File: src/rtl/wiper_bank_pkg.sv
package wiper_bank_pkg;

   typedef enum logic [2:0] {
      OPC_RD_WIPER   = 3'd0,
      OPC_WR_WIPER   = 3'd1,
      OPC_RD_PRESET  = 3'd2,
      OPC_WR_PRESET  = 3'd3,
      OPC_LOAD_WIPER = 3'd4
   } wb_opc_e;

   function automatic logic opc_is_legal(input logic [2:0] op);
      return (op <= 3'd4);
   endfunction

endpackage

File: src/rtl/wb_cmd_decode.sv
module wb_cmd_decode
   import wiper_bank_pkg::*;
#(
   parameter int N_CHAN   = 2,
   parameter int N_PRESET = 4,
   localparam int CHAN_W  = (N_CHAN   > 1) ? $clog2(N_CHAN)   : 1,
   localparam int IDX_W   = (N_PRESET > 1) ? $clog2(N_PRESET) : 1
) (
   input  logic              cmd_valid,
   input  logic [CHAN_W-1:0] cmd_chan,
   input  logic [IDX_W-1:0]  cmd_idx,
   input  logic [2:0]        cmd_op,
   output logic [N_CHAN-1:0] chan_sel,
   output logic              do_wr_wiper,
   output logic              do_wr_preset,
   output logic              do_load,
   output logic              do_read,
   output logic              rd_is_wiper,
   output logic              bad_cmd
);

   logic chan_ok;
   logic idx_ok;
   logic legal;

   assign chan_ok = (32'(cmd_chan) < N_CHAN);
   assign idx_ok  = (32'(cmd_idx) < N_PRESET);

   always_comb begin
      legal = opc_is_legal(cmd_op) && chan_ok;
      if ((cmd_op == OPC_RD_PRESET) || (cmd_op == OPC_WR_PRESET) ||
          (cmd_op == OPC_LOAD_WIPER))
         legal = legal && idx_ok;
   end

   assign bad_cmd      = cmd_valid && !legal;
   assign do_wr_wiper  = cmd_valid && legal && (cmd_op == OPC_WR_WIPER);
   assign do_wr_preset = cmd_valid && legal && (cmd_op == OPC_WR_PRESET);
   assign do_load      = cmd_valid && legal && (cmd_op == OPC_LOAD_WIPER);
   assign do_read      = cmd_valid && legal &&
                         ((cmd_op == OPC_RD_WIPER) || (cmd_op == OPC_RD_PRESET));
   assign rd_is_wiper  = (cmd_op == OPC_RD_WIPER);

   for (genvar c = 0; c < N_CHAN; c++) begin : g_sel
      assign chan_sel[c] = (32'(cmd_chan) == c);
   end

endmodule

File: src/rtl/wb_chan_regs.sv
module wb_chan_regs #(
   parameter int N_PRESET = 4,
   parameter int DATA_W   = 8,
   localparam int IDX_W   = (N_PRESET > 1) ? $clog2(N_PRESET) : 1
) (
   input  logic              clk,
   input  logic              rst_n,
   input  logic              wr_wiper,
   input  logic              wr_preset,
   input  logic              load,
   input  logic [IDX_W-1:0]  idx,
   input  logic [DATA_W-1:0] wdata,
   output logic [DATA_W-1:0] wiper_q,
   output logic [DATA_W-1:0] preset_rd
);

   logic [DATA_W-1:0] preset_q [N_PRESET];

   for (genvar p = 0; p < N_PRESET; p++) begin : g_preset
      always_ff @(posedge clk or negedge rst_n) begin
         if (!rst_n)
            preset_q[p] <= '0;
         else if (wr_preset && (32'(idx) == p))
            preset_q[p] <= wdata;
      end
   end

   assign preset_rd = preset_q[idx];

   always_ff @(posedge clk or negedge rst_n) begin
      if (!rst_n)
         wiper_q <= '0;
      else if (wr_wiper)
         wiper_q <= wdata;
      else if (load)
         wiper_q <= preset_rd;
   end

endmodule

File: src/rtl/wb_tap_decode.sv
module wb_tap_decode #(
   parameter int TAP_BITS  = 6,
   parameter bit USE_SHIFT = 1'b1,
   localparam int TAPS     = 1 << TAP_BITS
) (
   input  logic [TAP_BITS-1:0] tap,
   output logic [TAPS-1:0]     onehot
);

   if (USE_SHIFT) begin : g_shift
      assign onehot = TAPS'(1) << tap;
   end else begin : g_cmp
      for (genvar i = 0; i < TAPS; i++) begin : g_bit
         assign onehot[i] = (tap == TAP_BITS'(i));
      end
   end

endmodule

File: src/rtl/wiper_bank.sv
module wiper_bank
   import wiper_bank_pkg::*;
#(
   parameter int N_CHAN    = 2,
   parameter int N_PRESET  = 4,
   parameter int DATA_W    = 8,
   parameter int TAP_BITS  = 6,
   parameter bit USE_SHIFT = 1'b1,
   localparam int TAPS     = 1 << TAP_BITS,
   localparam int CHAN_W   = (N_CHAN   > 1) ? $clog2(N_CHAN)   : 1,
   localparam int IDX_W    = (N_PRESET > 1) ? $clog2(N_PRESET) : 1
) (
   input  logic                     clk,
   input  logic                     rst_n,
   input  logic                     cmd_valid,
   input  logic [CHAN_W-1:0]        cmd_chan,
   input  logic [IDX_W-1:0]         cmd_idx,
   input  logic [2:0]               cmd_op,
   input  logic [DATA_W-1:0]        cmd_wdata,
   output logic                     rd_valid,
   output logic [DATA_W-1:0]        rd_data,
   output logic                     cmd_err,
   output logic [N_CHAN*TAPS-1:0]   sw_en
);

   if (N_CHAN < 1) begin : g_bad_chan
      $error("wiper_bank: N_CHAN must be at least 1");
   end
   if (N_PRESET < 1) begin : g_bad_preset
      $error("wiper_bank: N_PRESET must be at least 1");
   end
   if (TAP_BITS < 1 || TAP_BITS > DATA_W) begin : g_bad_tap
      $error("wiper_bank: TAP_BITS must lie in 1..DATA_W");
   end

   logic [N_CHAN-1:0] chan_sel;
   logic              do_wr_wiper;
   logic              do_wr_preset;
   logic              do_load;
   logic              do_read;
   logic              rd_is_wiper;
   logic              bad_cmd;

   wb_cmd_decode #(.N_CHAN(N_CHAN), .N_PRESET(N_PRESET)) u_dec (
      .cmd_valid   (cmd_valid),
      .cmd_chan    (cmd_chan),
      .cmd_idx     (cmd_idx),
      .cmd_op      (cmd_op),
      .chan_sel    (chan_sel),
      .do_wr_wiper (do_wr_wiper),
      .do_wr_preset(do_wr_preset),
      .do_load     (do_load),
      .do_read     (do_read),
      .rd_is_wiper (rd_is_wiper),
      .bad_cmd     (bad_cmd)
   );

   logic [DATA_W-1:0] wiper_v  [N_CHAN];
   logic [DATA_W-1:0] preset_v [N_CHAN];

   for (genvar c = 0; c < N_CHAN; c++) begin : g_chan
      wb_chan_regs #(.N_PRESET(N_PRESET), .DATA_W(DATA_W)) u_regs (
         .clk      (clk),
         .rst_n    (rst_n),
         .wr_wiper (do_wr_wiper  && chan_sel[c]),
         .wr_preset(do_wr_preset && chan_sel[c]),
         .load     (do_load      && chan_sel[c]),
         .idx      (cmd_idx),
         .wdata    (cmd_wdata),
         .wiper_q  (wiper_v[c]),
         .preset_rd(preset_v[c])
      );

      wb_tap_decode #(.TAP_BITS(TAP_BITS), .USE_SHIFT(USE_SHIFT)) u_tap (
         .tap   (wiper_v[c][TAP_BITS-1:0]),
         .onehot(sw_en[c*TAPS +: TAPS])
      );
   end

   logic [DATA_W-1:0] rd_word;

   always_comb begin
      rd_word = '0;
      for (int c = 0; c < N_CHAN; c++) begin
         if (chan_sel[c])
            rd_word = rd_is_wiper ? wiper_v[c] : preset_v[c];
      end
   end

   always_ff @(posedge clk or negedge rst_n) begin
      if (!rst_n) begin
         rd_valid <= 1'b0;
         rd_data  <= '0;
         cmd_err  <= 1'b0;
      end else begin
         rd_valid <= do_read;
         rd_data  <= do_read ? rd_word : '0;
         cmd_err  <= bad_cmd;
      end
   end

endmodule

File: config.mk
export PLATFORM = sky130hd
export DESIGN_NAME = wiper_bank
export DESIGN_NICKNAME = d
export VERILOG_FILES = /design/src/rtl/wiper_bank_pkg.sv /design/src/rtl/wb_cmd_decode.sv /design/src/rtl/wb_chan_regs.sv /design/src/rtl/wb_tap_decode.sv /design/src/rtl/wiper_bank.sv
export SDC_FILE = /design/constraint.sdc
export NUM_CORES = 1
export LEC_CHECK = 0
export ABC_CLOCK_PERIOD_IN_PS = 2090
export BUFFER_PORTS_ARGS = -buffer_cell sky130_fd_sc_hd__buf_2
export CORE_MARGIN = 2
export CORE_UTILIZATION = 40
export DETAILED_ROUTE_END_ITERATION = 16
export PLACE_DENSITY = 0.71
export SYNTH_ARGS = -nofsm -noshare
export SYNTH_HDL_FRONTEND = slang
export SYNTH_HIERARCHICAL = 1
export SYNTH_SLANG_ARGS = --single-unit
File: constraint.sdc
create_clock -name clk -period 2.09 [get_ports clk]
set_clock_uncertainty 0.2 [all_clocks]
set_input_delay 0.209 -clock clk [delete_from_list [all_inputs] [get_ports clk]]
set_output_delay 0.209 -clock clk [all_outputs]
set_load 0.02 [all_outputs]
# Yosys cells after proc, flatten, opt, wreduce, memory -nomap -nowiden
# Cells that the tools add are included.
# word_totals
ff_bits	90
latchBits	0
ramBits	0
rom_bits	0
inputBits	17
out_inout_bits	138
n_memories	0
# op_classes
addsub	0
multipliers	0
div	0
n_lt_le_gt_ge	2
n_eq_ne	7
shift	2
n_mux	14
n_bitwise	2
n_reduce_logical	26
# ops
cell	n
$shl 1x6->64 const A	2
$mux 8	12
$bmux 8 s2	2
$logic_and 1x1->1	20
$eq 3x2->1 const B	2
$eq 2x2->1 const B	2
$reduce_bool 2->1	2
$eq 3x1->1 const B	1
$eq 3x3->1 const B	1
$ge 3x3->1 const B	1
$le 3x3->1 const B	1
$logic_not 3->1	1
$not 2->3	1
$eq 2x1->1 const B	1
$logic_not 2->1	1
$logic_not 1->1	1
$logic_or 1x1->1	1
$not 1->1	1

# Longest topological paths before layout
# Gate-level depths: netlist (run 1).
# depth
word_depth	7
depth_mapped	6
ltp_nobuf	4

# Hierarchy
# The synthesis (run 1) kept the hierarchy.
# modules_own_cells
module	instances	cells_each	area_each_um2
wb_chan_regs	2	114	1808.0
wb_tap_decode	2	95	465.4
wiper_bank	1	44	540.5
wb_cmd_decode	1	8	70.1

# Worst setup path before layout (run 1)
# No wires, ideal clock.
# synth_path
kind	reg-to-output
from	register g_chan[0].u_regs.wiper_q[2]
to	output sw_en[10]
arrival_time_ns	1.438
t_required_ns	1.681
setup_slack_ns	0.243
path_stages_with_launch	4
n_path_buf	1
path_cell_list	dfrtp_1 > clkbuf_1 > or4b_1 > nor2_1
# synth_via
elab_chain_len	1
# synth_rtl
item	line_no	source
start: declaration	wb_chan_regs.sv:13	output logic [DATA_W-1:0] wiper_q,
start signal: assignment	wb_chan_regs.sv:34	wiper_q <= wdata;
start signal: assignment	wb_chan_regs.sv:36	wiper_q <= preset_rd;
$shl 1x6->64	wb_tap_decode.sv:11	assign onehot = TAPS'(1) << tap;
end: declaration	wiper_bank.sv:23	output logic [N_CHAN*TAPS-1:0] sw_en
# No other way between the ends.

# Worst setup path after layout (run 1)
# layout_path
from	register g_chan[1].u_regs.wiper_q[0]
to	output sw_en[66]
# layout_via
elab_chain_len	1
# layout_rtl
item	line_no
start: declaration	wb_chan_regs.sv:13
start signal: assignment	wb_chan_regs.sv:34
start signal: assignment	wb_chan_regs.sv:36
$shl 1x6->64	wb_tap_decode.sv:11
# No other way between the ends.

==> results.sh, run 1 <==
export IMPL_clock_path_buffers=2
export IMPL_maxCapViolations=0
export IMPL_die_area_um2=13820
export IMPL_cts_sinks=90
export IMPL_hold_ws_ns=0.07204
export IMPL_num_io_pins=155
export IMPL_drcViolationCount=0
export IMPL_crit_path_end_kind="primary output"
export IMPL_critPathMaxFanout=10
export IMPL_synthCells=470
export IMPL_syn_nets=487
export IMPL_start_util_pct=40.87
export IMPL_grt_pass1_wl_um=21620
export IMPL_synth_top_area_share_pct=43.67
export IMPL_setup_viol=10
export IMPL_synth_seq_cells=90
export IMPL_power_switching_w=0.001733
export IMPL_via_per_inst=5.350
export IMPL_violations="setup timing"
export IMPL_antenna_found_initial=0
export IMPL_fin_nets=662
export IMPL_synth_most_common_cell="nor2_1"
export IMPL_gp_congestion=0.8234
export IMPL_gr_usage_met2_pct=31.25
export IMPL_grtUsageTotal_pct=19.35
export IMPL_critical_path_class="reg -> out"
export IMPL_core_um2=12620
export IMPL_grt_busiest_layer="met2"
export IMPL_drtIter0Drc=223
export IMPL_grt_use_met1_pct=26.33
export IMPL_rsz0062_at_grt="true"
export IMPL_status="finished with violations"
export IMPL_intPower_w=0.003575
export IMPL_synth_edf_count=0
export IMPL_min_delay_path_class="in -> reg"
export IMPL_timing_critical_path_arrival_ns=1.72
export IMPL_drive_gt1_share_pct=52.62
export IMPL_timing_final_crit_share_pct=102.0
export IMPL_seqPwrFrac_pct=41.4
export IMPL_postRouteAntennaNets=0
export IMPL_use_met3_pct=4.893
export IMPL_cts_inserted_buffers=9
export IMPL_peakVddDrop_v=0.0003326
export IMPL_power_total_w=0.005309
export IMPL_seq_area_frac_synth_pct=43.67
export IMPL_p_leak_nw=3.439
export IMPL_portBuffers=154
export IMPL_die_h_um=117.6
export IMPL_async_flop_share_pct=100.0
export IMPL_drt_total_wl_um=14150
export IMPL_clk_pin_slew_ns=0.06
export IMPL_grt_pass1_vias=4117
export IMPL_yosysTopAreaCell="dfrtp_1"
export IMPL_cpPeakStageDelay_ns=0.59
export IMPL_synth_area_um2=5157
export IMPL_clk_latency_ns=0.34
export IMPL_crit_chain="or4_4 -> nor2_1 -> buf_4"
export IMPL_setup_ws_ns=-0.04247
export IMPL_crit_required_ns=1.68
export IMPL_die_x_um=117.6
export IMPL_power_density_nw_per_um2=768.0
export IMPL_timing_fmax_ghz=0.4689
export IMPL_hold_violations=0
export IMPL_maxSlewViolCount=0
export IMPL_cp_slowest_cell="or4_4"
export IMPL_ys_warn_count=6
export IMPL_grt_start_max_net_pins=40
export IMPL_switching_share_pct=32.65
export IMPL_yosys_top_cells_count="nor2_1, dfrtp_1, mux2_2, clkbuf_1, and2_1"
export IMPL_pwr_share_clk_pct=28.7
export IMPL_p_comb_share_pct=29.9
export IMPL_crit_path_start_kind="register"
export IMPL_syn2layout_area_growth_pct=34.04
export IMPL_yosys_most_used_dff="dfrtp_1"
export IMPL_yosys_top_cells_area="dfrtp_1, mux2_2, nor2_1"
export IMPL_n_antenna_cell=0
export IMPL_grt_overflow=0
export IMPL_syn_avg_cell_area_um2=10.97
export IMPL_ys_types=33
export IMPL_rows=41
export IMPL_htreeDepth=3
export IMPL_cts_tree="built"
export IMPL_wire_per_inst_um=17.22
export IMPL_vias=4398
export IMPL_slew_headroom_pct=57.76
export IMPL_finalCriticalPeriod_ns=2.132
export IMPL_worst_pin_slew_ns=0.6321
export IMPL_cts_root_buf="clkbuf_16"
export IMPL_dp_hpwl_um=9716
export IMPL_first_pass_iters=4
[cells by family (layout without fill, tap and decap cells)]
kind of cell,after synthesis,count (layout),synth area share (%)
and+or+nand+nor,223,223,24.45
muxes,96,96,24.36
DFF,90,90,43.67
buffers and inverters,36,216,3.639
AOI/OAI and AO/OA,25,25,3.882
[layout by cell type, fill, tap and decap left out, types with 3 or more instances in the layout]
cell	synthesis	routed
nor2_4	0	4
buf_2	2	110
nor2_1	128	107
o22ai_1	8	8
or4b_4	0	8
nor2_2	0	17
nand4b_1	8	8
nor3b_1	17	17
mux4_2	12	12
mux4_1	4	4
and2_1	22	22
nand4bb_1	12	8
clkbuf_16	0	9
dfrtp_1	90	82
buf_4	3	73
buf_6	3	11
mux2i_1	16	16
nand2_1	3	3
nand3b_1	3	3
dlygate4sd3_1	0	5
a211o_1	16	16
mux2_2	64	64
nand2b_2	0	4
dfrtp_2	0	8
[final cells by class]
class / instances / area [um2]
fill: 1062 / 5707
multi-input combinational: 344 / 2878
sequential: 90 / 2262
timing repair buffer: 199 / 1272
clock buffer: 11 / 242.7
tap: 172 / 215.2
clock inverter: 5 / 38.79
inverter: 1 / 3.754
[worst paths after layout]
| kind | from | to | slack (ns) | cells after the start |
|---|---|---|---|---|
| max | g_chan[1].u_regs/wiper_q[0] | sw_en[66] | -0.04 | 3 |
| max in group asynchronous | rst_n | g_chan[0].u_regs/wiper_q[0] | 0.88 | 3 |
| min reg2reg | g_chan[0].u_regs/preset_q[23] | g_chan[0].u_regs/preset_q[23] | 0.30 | 1 |
| min | cmd_wdata[3] | g_chan[1].u_regs/preset_q[27] | 0.07 | 2 |
| min in group asynchronous | rst_n | g_chan[1].u_regs/preset_q[22] | 0.17 | 2 |
| max reg2reg | g_chan[0].u_regs/preset_q[3] | rd_data[3] | 0.50 | 3 |
[through the flow]
step | cells | worst slack [ns] | area [um2] | util (%) | TNS (ns)
2_1_floorplan | 470 | 0.2434 | 5157 | - | 0
3_3_place_gp | 790 | 0.04671 | 6185 | 49.01 | 0
3_5_place_dp | 790 | 0.03734 | 6185 | 49.01 | 0
4_1_cts | 819 | -0.002659 | 6651 | 52.71 | -0.002659
5_1_grt | 822 | -0.1015 | 6913 | 54.78 | -1.557
6_report | 822 | -0.04247 | 6913 | 54.78 | -0.1304
[state kept, by name, summed over array words and instances, names as in the netlist]
signal / count
g_chan.u_regs/preset_q: 64
rd_valid: 1
rd_data: 8
cmd_err: 1
g_chan.u_regs/wiper_q: 16
[power groups by stage]
stage	clock network (W)	registers [W]	logic (W)
floorplan	0	0.00213	0.000982
global placement	0	0.00221	0.00126
detailed placement	0	0.00223	0.00131
CTS	0.00156	0.00219	0.00142
global route	0.00165	0.00223	0.00170
finish	0.00153	0.00220	0.00159
[critical path, delay by kind of cell (launching register included)]
family        cells  cell delay, ns
simple gates      2            0.74
flops             1            0.48
buf+inv           1            0.17
[metal layers]
metal / share of wire [%] / up-vias
met5: 0 / -
met4: 1.2 / 0
met3: 6.4 / 13
met2: 48 / 181
met1: 44 / 2169
li1: - / 2035
[repair_timing]
action / CTS / global route
setup endpoints to repair: 41 / 77
gates resized for setup: 30 / 74
setup buffers: 8 / 3
pin swaps: 0 / 3
hold endpoints to repair: 37 / 0
hold buffers: 5 / 0
No activity file was read; power rests on OpenSTA's default activity.
==> inputs of run 2 (changes only) <==
- ABC_AREA: default -> 0
- ABC_CLOCK_PERIOD_IN_PS: 2090 -> 1800
- PLACE_DENSITY: 0.71 -> 0.73
- clock period: 2.09 -> 1.8 ns (I/O delays scaled with it)
==> results.sh, run 2 (same netlist as run 1, synthesis figures left out) <==
export IMPL_die_x_um=117.6
export IMPL_critPathTopFamily="simple AND/OR/NAND/NOR gates"
export IMPL_crit_path_end_kind="primary output"
export IMPL_critical_path_class="reg -> out"
export IMPL_status="finished with violations"
export IMPL_clk_pin_slew_ns=0.06
export IMPL_start_util_pct=40.87
export IMPL_hold_depth=3
export IMPL_first_pass_iters=6
export IMPL_dpl_cell_area_um2=6357
export IMPL_setup_viol=128
export IMPL_drive_gt1_share_pct=65.29
export IMPL_syn2layout_area_growth_pct=63.63
export IMPL_reg_largest_list="g_chan.u_regs/preset_q x64, g_chan.u_regs/wiper_q x16, rd_data x8"
export IMPL_worst_pin_slew_ns=0.4602
export IMPL_maxSlewViolCount=0
export IMPL_cts_sinks=90
export IMPL_grt_pass1_vias=4811
export IMPL_largest_reg_flops=64
export IMPL_cp_depth=5
export IMPL_setup_ws_ns=-0.4043
export IMPL_rsz0062_at_grt="true"
export IMPL_grt_start_max_net_pins=40
export IMPL_nFillCells=751
export IMPL_r2r_end="rd_data[7]"
export IMPL_die_h_um=117.6
export IMPL_cts_tree="built"
export IMPL_timing_fmax_ghz=0.4537
export IMPL_r2r_setup_slack_ns=0.08
export IMPL_rows=41
export IMPL_fin_area_um2=8439
export IMPL_wire_per_inst_um=23.78
export IMPL_violations="setup timing"
export IMPL_n_antenna_cell=0
export IMPL_final_common_cell="buf_4"
export IMPL_vias=5315
export IMPL_peakVddDrop_v=0.0006279
export IMPL_min_delay_start="cmd_valid"
export IMPL_min_delay_path_class="in -> reg"
export IMPL_core_um2=12620
export IMPL_postRouteAntennaNets=0
export IMPL_drtIter0Drc=452
export IMPL_antenna_found_initial=0
export IMPL_htreeDepth=3
export IMPL_maxCapViolations=0
export IMPL_crit_path_start_kind="register"
export IMPL_grt_pass1_wl_um=25790
export IMPL_drt_total_wl_um=20740
export IMPL_dp_hpwl_um=9863
export IMPL_r2r_cells=3
export IMPL_die_area_um2=13820
export IMPL_crit_path_end="sw_en[110]"
export IMPL_grtUsageTotal_pct=23.28
export IMPL_crit_start="g_chan[1].u_regs/wiper_q[0]"
export IMPL_slew_headroom_pct=69.32
export IMPL_p_leak_nw=3.882
export IMPL_setup_tns_ns=-34.28
export IMPL_drcViolationCount=0
export IMPL_hold_violations=0
export IMPL_grt_overflow=0
export IMPL_cts_root_buf="clkbuf_16"
export IMPL_cts_inserted_buffers=9
export IMPL_via_per_inst=6.095
export IMPL_r2r_start="g_chan[0].u_regs/preset_q[23]"
export IMPL_gp_congestion=0.8273
export IMPL_final_cell_mix="buf_4, buf_6, dfrtp_1"
export IMPL_clock_path_buffers=2
export IMPL_cp_num_buf_inv=3
export IMPL_finalCriticalPeriod_ns=2.204
export IMPL_crit_required_ns=1.42
export IMPL_power_total_w=0.007599
export IMPL_crit_chain="buf_6 -> buf_6 -> nand4b_1 -> nor2_1 -> buf_4"
export IMPL_timing_critical_path_arrival_ns=1.82
export IMPL_portBuffers=154
export IMPL_largest_register="g_chan.u_regs/preset_q"
export IMPL_timing_final_crit_share_pct=122.5
export IMPL_clk_latency_ns=0.34
export IMPL_fin_nets=714
export IMPL_num_io_pins=155
export IMPL_path_common_cell="buf_6"
export IMPL_power_density_nw_per_um2=900.5
export IMPL_cpPeakStageDelay_ns=0.48
export IMPL_critPathMaxFanout=8
export IMPL_cp_slowest_cell="dfrtp_2"
run 2: changes by cell type in the layout (fill, tap and decap cells not counted), sizes merged:
cell and delta:
buf +53, bufinv +2, clkinv -2, clkinvlp -1, dlygate4sd3 -3, inv -1, or2 +2
run 2: how the worst min path moves through the flow:
| stage | slack (ns) | end |
|---|---|---|
| after CTS | 0.01 | cmd_err |
| after floorplan | -0.32 | cmd_err |
| after global routing | 0.04 | cmd_err |
| after global placement | -0.05 | g_chan[1].u_regs/preset_q[17] |
| final | 0.05 | cmd_err |
| after detailed placement | -0.03 | g_chan[1].u_regs/preset_q[25] |
run 2: timing repair:
item	CTS	global route
setup endpoints to repair	127	128
gates cloned	3	2
endpoints found under the hold margin	35	0
hold buffers	2	0
buffers inserted	33	14
gates resized for setup	221	155
pin swaps	48	37
run 2: layout make-up:
cell class	count	area, um2	share of cell area [%]
clock inverter	3	65.06	0.7709
clock buffer	11	242.7	2.876
timing repair buffer	249	2297	27.22
multi-input combinational	346	3351	39.70
tap	172	215.2	2.550
sequential	90	2265	26.83
inverter	1	3.754	0.04448
run 2: metal layers:
| metal | part of all wire [%] | vias to the layer above | track usage (%) | wire length (um) |
|---|---|---|---|---|
| met5 | 0 | - | 0 | 0 |
| met4 | 5.6 | 0 | 9.940 | 1152 |
| met3 | 8.5 | 110 | 5.039 | 1772 |
| met2 | 48 | 395 | 40.17 | 9917 |
| met1 | 38 | 2669 | 28.17 | 7894 |
| li1 | - | 2141 | - | - |
run 2: worst register-to-register path: stages, from the launching register on:
cell	delay, ns
dfrtp_1	0.37
mux4_1	0.60
mux2i_1	0.27
o22ai_1	0.14
run 2: metrics by stage:
| step | utilization, % | setup WS [ns] | instances | hold WS [ns] |
|---|---|---|---|---|
| 6_report | 66.87 | -0.4043 | 872 | 0.04576 |
| 5_1_grt | 66.87 | -0.4235 | 872 | 0.03776 |
| 4_1_cts | 61.22 | -0.2332 | 856 | 0.009858 |
| 3_5_place_dp | 50.38 | -0.06382 | 804 | -0.03406 |
| 3_3_place_gp | 50.38 | -0.05663 | 804 | -0.04833 |
| 2_1_floorplan | - | -0.01758 | 470 | -0.3156 |
run 2: report_power, final:
group / total (W) / switching (W) / internal [W] / leakage [nW]
registers: 0.00259 / 0.000285 / 0.00231 / 1.18
logic: 0.00305 / 0.00156 / 0.00149 / 2.55
clock network: 0.00196 / 0.000722 / 0.00124 / 0.151
==> inputs of run 3 (changes only) <==
- GPL_TIMING_DRIVEN: default -> 0
- PLACE_DENSITY: 0.73 -> 0.72
==> results.sh, run 3 (same netlist as run 1, synthesis figures left out) <==
export IMPL_final_cell_mix="buf_4, buf_6, dfrtp_1"
export IMPL_timing_critical_path_arrival_ns=1.84
export IMPL_die_h_um=117.6
export IMPL_drt_total_wl_um=20220
export IMPL_layoutNonFillerInstCount=864
export IMPL_path_common_cell="buf_6"
export IMPL_dp_hpwl_um=9475
export IMPL_setup_viol=137
export IMPL_switching_share_pct=34.59
export IMPL_cts_inserted_buffers=9
export IMPL_reg_largest_list="g_chan.u_regs/preset_q x64, g_chan.u_regs/wiper_q x16, rd_data x8"
export IMPL_slew_headroom_pct=64.57
export IMPL_placedCellCount=797
export IMPL_portBuffers=154
export IMPL_rows=41
export IMPL_fin_nets=704
export IMPL_cts_root_buf="clkbuf_16"
export IMPL_seqPwrFrac_pct=33.5
export IMPL_fin_area_um2=8413
export IMPL_setup_tns_ns=-33.71
export IMPL_grt_overflow=0
export IMPL_timing_fmax_ghz=0.4495
export IMPL_intPower_w=0.004999
export IMPL_grt_start_max_net_pins=57
export IMPL_first_pass_iters=5
export IMPL_cts_sinks=90
export IMPL_drcViolationCount=0
export IMPL_die_area_um2=13820
export IMPL_nFillCells=770
export IMPL_via_per_inst=5.979
export IMPL_p_comb_share_pct=41.4
export IMPL_pwr_share_clk_pct=25.1
export IMPL_start_util_pct=40.87
export IMPL_status="finished with violations"
export IMPL_multi_input_area_um2=3411
export IMPL_largest_register="g_chan.u_regs/preset_q"
export IMPL_grt_pass1_vias=4652
export IMPL_clk_latency_ns=0.34
export IMPL_rsz0062_at_grt="true"
export IMPL_cpPeakStageDelay_ns=0.45
export IMPL_critPathTopFamily="buffers and inverters"
export IMPL_num_io_pins=155
export IMPL_maxSlewViolCount=0
export IMPL_worst_pin_slew_ns=0.5299
export IMPL_cp_num_buf_inv=4
export IMPL_critical_path_class="reg -> out"
export IMPL_peakVddDrop_v=0.0005308
export IMPL_setup_ws_ns=-0.4246
export IMPL_drtIter0Drc=449
export IMPL_drive_gt1_share_pct=65.12
export IMPL_p_leak_nw=3.777
export IMPL_clock_path_buffers=2
export IMPL_vias=5166
export IMPL_dp_slack_ns=-0.2983
export IMPL_dpl_cell_area_um2=6178
export IMPL_min_delay_path_class="in -> reg"
export IMPL_seqCellArea_um2=2267
export IMPL_critPathMaxFanout=8
export IMPL_violations="setup timing"
export IMPL_power_total_w=0.007642
export IMPL_grtUsageTotal_pct=22.36
export IMPL_cp_slowest_cell="dfrtp_2"
export IMPL_die_x_um=117.6
export IMPL_final_common_cell="buf_4"
export IMPL_crit_path_start_kind="register"
export IMPL_clk_pin_slew_ns=0.06
export IMPL_antenna_found_initial=1
export IMPL_cts_tree="built"
export IMPL_maxCapViolations=0
export IMPL_syn2layout_area_growth_pct=63.12
export IMPL_crit_chain="buf_6 -> buf_8 -> buf_6 -> nand4b_1 -> nor2_2 -> buf_6"
export IMPL_crit_required_ns=1.42
export IMPL_htreeDepth=3
export IMPL_power_switching_w=0.002643
export IMPL_largest_reg_flops=64
export IMPL_core_um2=12620
export IMPL_power_density_nw_per_um2=908.3
export IMPL_grt_pass1_wl_um=25050
export IMPL_timing_final_crit_share_pct=123.6
export IMPL_gp_congestion=0.8463
export IMPL_postRouteAntennaNets=0
export IMPL_hold_violations=0
export IMPL_wire_per_inst_um=23.40
export IMPL_finalCriticalPeriod_ns=2.225
export IMPL_crit_path_end_kind="primary output"
==> run 3: power groups by stage <==
stage          sequential [W]  clock, W  combinational [W]
4_1_cts               0.00251   0.00192            0.00246
3_3_place_gp          0.00251         0            0.00151
3_5_place_dp          0.00254         0            0.00157
2_1_floorplan         0.00248         0            0.00114
5_1_grt               0.00258   0.00203            0.00326
6_report              0.00256   0.00192            0.00316
==> run 3: repair_timing <==
action | in CTS | in global routing
pin swaps | 42 | 40
resized for setup | 260 | 176
setup endpoints to repair | 128 | 150
cloned | 3 | 1
hold buffers | 5 | 0
setup buffers | 38 | 12
endpoints found under the hold margin | 36 | 0
==> run 3: metal layers <==
layer	part of all wire, %	track usage (%)	vias to the layer above	wire length [um]
li1	-	-	2115	-
met2	49	38.49	345	9870
met5	0	0	-	0
met1	39	28.20	2623	7826
met4	4.0	5.572	0	803
met3	8.5	5.766	83	1719
==> run 3: final cells by class <==
class / count / share of cell area [%]
Multi-Input combinational cell: 344 / 40.54
Sequential cell: 90 / 26.95
Timing Repair Buffer: 213 / 22.64
Buffer: 28 / 3.644
Clock buffer: 12 / 3.049
Tap cell: 172 / 2.558
Clock inverter: 3 / 0.5503
Inverter: 1 / 0.04462
Antenna cell: 1 / 0.02974
==> run 3: through the flow <==
step / hold WS (ns) / util, %
6_report: 0.03879 / 66.67
5_1_grt: 0.05635 / 66.67
4_1_cts: 0.04047 / 61.01
3_5_place_dp: -0.02563 / 48.96
3_3_place_gp: 0.2338 / 48.72
2_1_floorplan: -0.3156 / -
==> run 3: final timing paths <==
path	from	endpoint	slack (ns)	depth (start not counted)
min in group asynchronous	rst_n	g_chan[1].u_regs/preset_q[0]	0.15	2
max in group asynchronous	rst_n	g_chan[0].u_regs/wiper_q[5]	0.60	3
worst min-delay path	cmd_wdata[4]	g_chan[1].u_regs/preset_q[4]	0.04	2
worst max register to register	g_chan[1].u_regs/preset_q[23]	rd_data[7]	0.08	3
worst min register to register	g_chan[1].u_regs/preset_q[8]	g_chan[1].u_regs/preset_q[8]	0.30	1
worst max-delay path	g_chan[0].u_regs/wiper_q[3]	sw_en[43]	-0.42	6
